<file path="src/rtl/vgc_pkg.sv">
package vgc_pkg;
  localparam int MAX_LOG = 3;               // largest group is 2**MAX_LOG registers
  localparam int LOG_W   = 4;               // signed log2 multiplier width
  localparam int GRP_W   = MAX_LOG + 1;     // width of a register count
  localparam logic [2:0] MULT_RSVD = 3'b100;

  typedef logic signed [LOG_W-1:0] mlog_t;
  typedef logic [GRP_W-1:0] grp_t;

  // Multiplier code as signed log2: 0..3 -> 0..3, 5..7 -> -3..-1, 4 -> -4
  function automatic mlog_t mult_log(input logic [2:0] code);
    return mlog_t'({code[2], code});
  endfunction

  // Registers occupied by a group of log2 multiplier e (fractional -> 1)
  function automatic grp_t grp_regs(input mlog_t e);
    if (e <= 0) return grp_t'(1);
    return grp_t'(1) << e[1:0];
  endfunction

  // Source log2 multiplier scaled by element width ratio
  function automatic mlog_t src_log(input mlog_t lm, input logic [1:0] dw,
                                    input logic [1:0] sw);
    return lm + mlog_t'({2'b00, sw}) - mlog_t'({2'b00, dw});
  endfunction
endpackage

</file>
<file path="src/rtl/vgc_overlap.sv">
module vgc_overlap
  import vgc_pkg::*;
#(
  parameter int IDX_W = 5
) (
  input  logic [IDX_W:0] d_first,
  input  logic [IDX_W:0] d_last,
  input  logic [IDX_W:0] s_first,
  input  logic [IDX_W:0] s_last,
  input  logic [1:0]     dst_ew,
  input  logic [1:0]     src_ew,
  input  mlog_t          slog,
  output logic           hit,
  output logic           bad
);
  always_comb begin
    hit = (s_first <= d_last) && (d_first <= s_last);
    if (dst_ew == src_ew)
      bad = 1'b0;
    else if (dst_ew < src_ew)
      bad = hit && (d_first != s_first);
    else
      bad = hit && ((slog < 0) || (s_last != d_last));
  end
endmodule

</file>
<file path="config.mk">
export PLATFORM = sky130hd
export DESIGN_NAME = vgc_overlap
export DESIGN_NICKNAME = d
export VERILOG_FILES = /design/src/rtl/vgc_pkg.sv /design/src/rtl/vgc_overlap.sv
export SDC_FILE = /design/constraint.sdc
export NUM_CORES = 1
export LEC_CHECK = 0
export BUFFER_PORTS_ARGS = -buffer_cell sky130_fd_sc_hd__buf_2
export CAP_MARGIN = 20
export CELL_PAD_IN_SITES_DETAIL_PLACEMENT = 0
export CELL_PAD_IN_SITES_GLOBAL_PLACEMENT = 1
export CORE_UTILIZATION = 31
export DETAILED_ROUTE_END_ITERATION = 10
export PLACE_DENSITY_LB_ADDON = 0.12
export SETUP_SLACK_MARGIN = 0.4
export SLEW_MARGIN = 10
export SYNTH_ARGS = -nofsm -noshare
export SYNTH_HDL_FRONTEND = slang
export SYNTH_SLANG_ARGS = --single-unit
</file>
<file path="constraint.sdc">
create_clock -name vclk -period 1.86
set_clock_uncertainty 0.05 [all_clocks]
set_input_delay 0 -clock vclk [all_inputs]
set_output_delay 0 -clock vclk [all_outputs]
set_load 0.01 [all_outputs]
</file>
==> metrics.txt <==
status=finished, final reports clean; Die W=41.9 microns; DR vias/cell=4.59; yosys warns=0; Synth Net Count=between 100 and 150; nets=about 150; seq_cells=0; Buf/Inv on CP=3; io pins=34; multi-input logic area=462 sq um; 1st-iter DRT viols=2; CP peak stage delay=0.33 ns; count leader, synth=inv_1; Remaining Overflow, GRT=0; setup TNS=0 ns; Post-synth top cells=inv_1, ha_1, xor2_1; leakage=around 0.41 nW; critical path's slowest cell=nor4b_1; Yosys top cell by area=ha_1; part of the cycle the worst path needs=approximately three quarters; total wire length=roughly 1100 microns; dpl hpwl=roughly 1100 microns; Cell variety after synth=19; die area=~1800 sq um; Post-CTS Setup Inserts=0; Hold Path Class=in -> out; first-pass GRT wire length=1930 microns; initial antenna violation count=0; # clk buffers=0; # hold bufs at CTS=0; die height=41.9 microns; IO Port Bufs=31; n_diodes=0; drt wl/cell=a little under 10 microns; Seq/Total Area, Yosys=0%; cell family with most CP delay=simple AND/OR/NAND/NOR gates; cts repair resizes=0; hold depth=5; fill count=around 160; Core Rows=14; critical path endpoint category=output pin; RSZ-0062 raised after global routing=no; DR DRC count=0; Arr. time, crit path=roughly 1.4 ns; relative slew slack=between 80% and 90%; largest net degree at the start of global routing=4; Pwr per Cell Area=roughly 210 nW/um^2; Finished Layout Cells=between 100 and 150; Placed Cells incl. Taps=between 100 and 150; critical path's most frequent cell=buf_2; top cells by area, synth=ha_1, xor2_1, inv_1; via count=~520; CP Cell Sequence=buf_2 -> inv_1 -> ha_1 -> and4_1 -> o21ai_0 -> a32oi_1 -> nor4b_1 -> buf_2; # Max-Cap Violations=0; min cycle time layout=1.42 ns; register area=0 sq um; Cell Area, Synth=493 sq um; count of final hold-check violations=0; GRT Total Usage=about an eighth; Finish-stage setup viols=0; GP Congestion=a little over 0.7; met2 wire length=between 500 and 600 microns; VDD IR-drop max=0.0715 mV; stages on the worst setup path=8; met3 WL=40 microns; critical path type=in -> out; drt pass-1 iters=3; post-route ant nets=0; max layer used=met3; Yosys top cell area share=between 30% and 40%; initial core utilization=between 30% and 40%; worst slew pin tran=0.264 ns; Max Freq=~710 MHz; Core Footprint=~1500 sq um; Final Max Slew Viols=0; Mean Syn Cell Area=about 7.5 sq um; area growth from synthesis to layout=40.6%; vias in the first global route=between 500 and 600; Worst setup SP type=input port; share of cells above drive strength 1=roughly 34%; Mapped Cells=66; critical path peak fanout=2; worst endpoint required time=approximately 1.8 ns; M1 wire length=~550 microns
==> worst paths after layout <==
kind,start,to,slack (ns)
hold / removal,src_ew[0],bad,0.44
setup / recovery,d_last[3],bad,0.44
==> worst min-delay path: stages <==
cell	delay (ns)
buf_2	0.08
ha_1	0.11
a32oi_1	0.04
nor4b_1	0.13
buf_2	0.13
==> power by group <==
part	switching [mW]	total (mW)	internal, mW
logic	0.0714	0.148	0.0761
registers	0	0	0
clock network	0	0	0
total	0.0714	0.148	0.0761
==> per-layer routing <==
layer	global-route usage, %	up-vias
li1	-	290
met1	18.2	216
met2	24.7	13
met3	0.435	0
met4	0	0
met5	0	-
==> cell families after synthesis <==
group           Yosys count  share of synthesized area (%)
buf+inv                  15                           11.4
fa+ha+maj                14                           35.5
compound gates           10                           12.9
xor+xnor                 12                           21.3
simple gates             15                           18.8
==> per-stage QoR <==
step	utilization (%)	setup slack (ns)	hold WS, ns	cell area [sq um]	total power [mW]
4_1_cts	44.9	0.428	0.448	668	0.145
3_5_place_dp	44.9	0.426	0.447	668	0.144
5_1_grt	46.6	0.395	0.467	693	0.170
2_1_floorplan	-	0.611	0.244	493	0.0783
6_report	46.6	0.443	0.445	693	0.148
3_3_place_gp	44.9	0.442	0.444	668	0.143
==> layout make-up <==
type / instances / area share, %
inverters: 15 / 8.12
multi-input cells: 51 / 66.6
repair buffers: 31 / 22.4
well taps: 16 / 2.89
==> cell usage in the layout (no fill, tap or decap), drive strengths merged <==
cell type,netlist,routed
and3,1,1
inv,15,15
nor2,2,2
nand2,1,1
and4,2,2
nand3,2,2
ha,14,14
a21o,2,2
a21oi,3,3
nor2b,2,2
xnor2,2,2
a32oi,2,2
o21ai,2,2
buf,0,31
nor4b,1,1
and2,1,1
or4,1,1
xor2,10,10
a31oi,1,1
nor4,2,2
No activity file was read; power rests on OpenSTA's default activity.
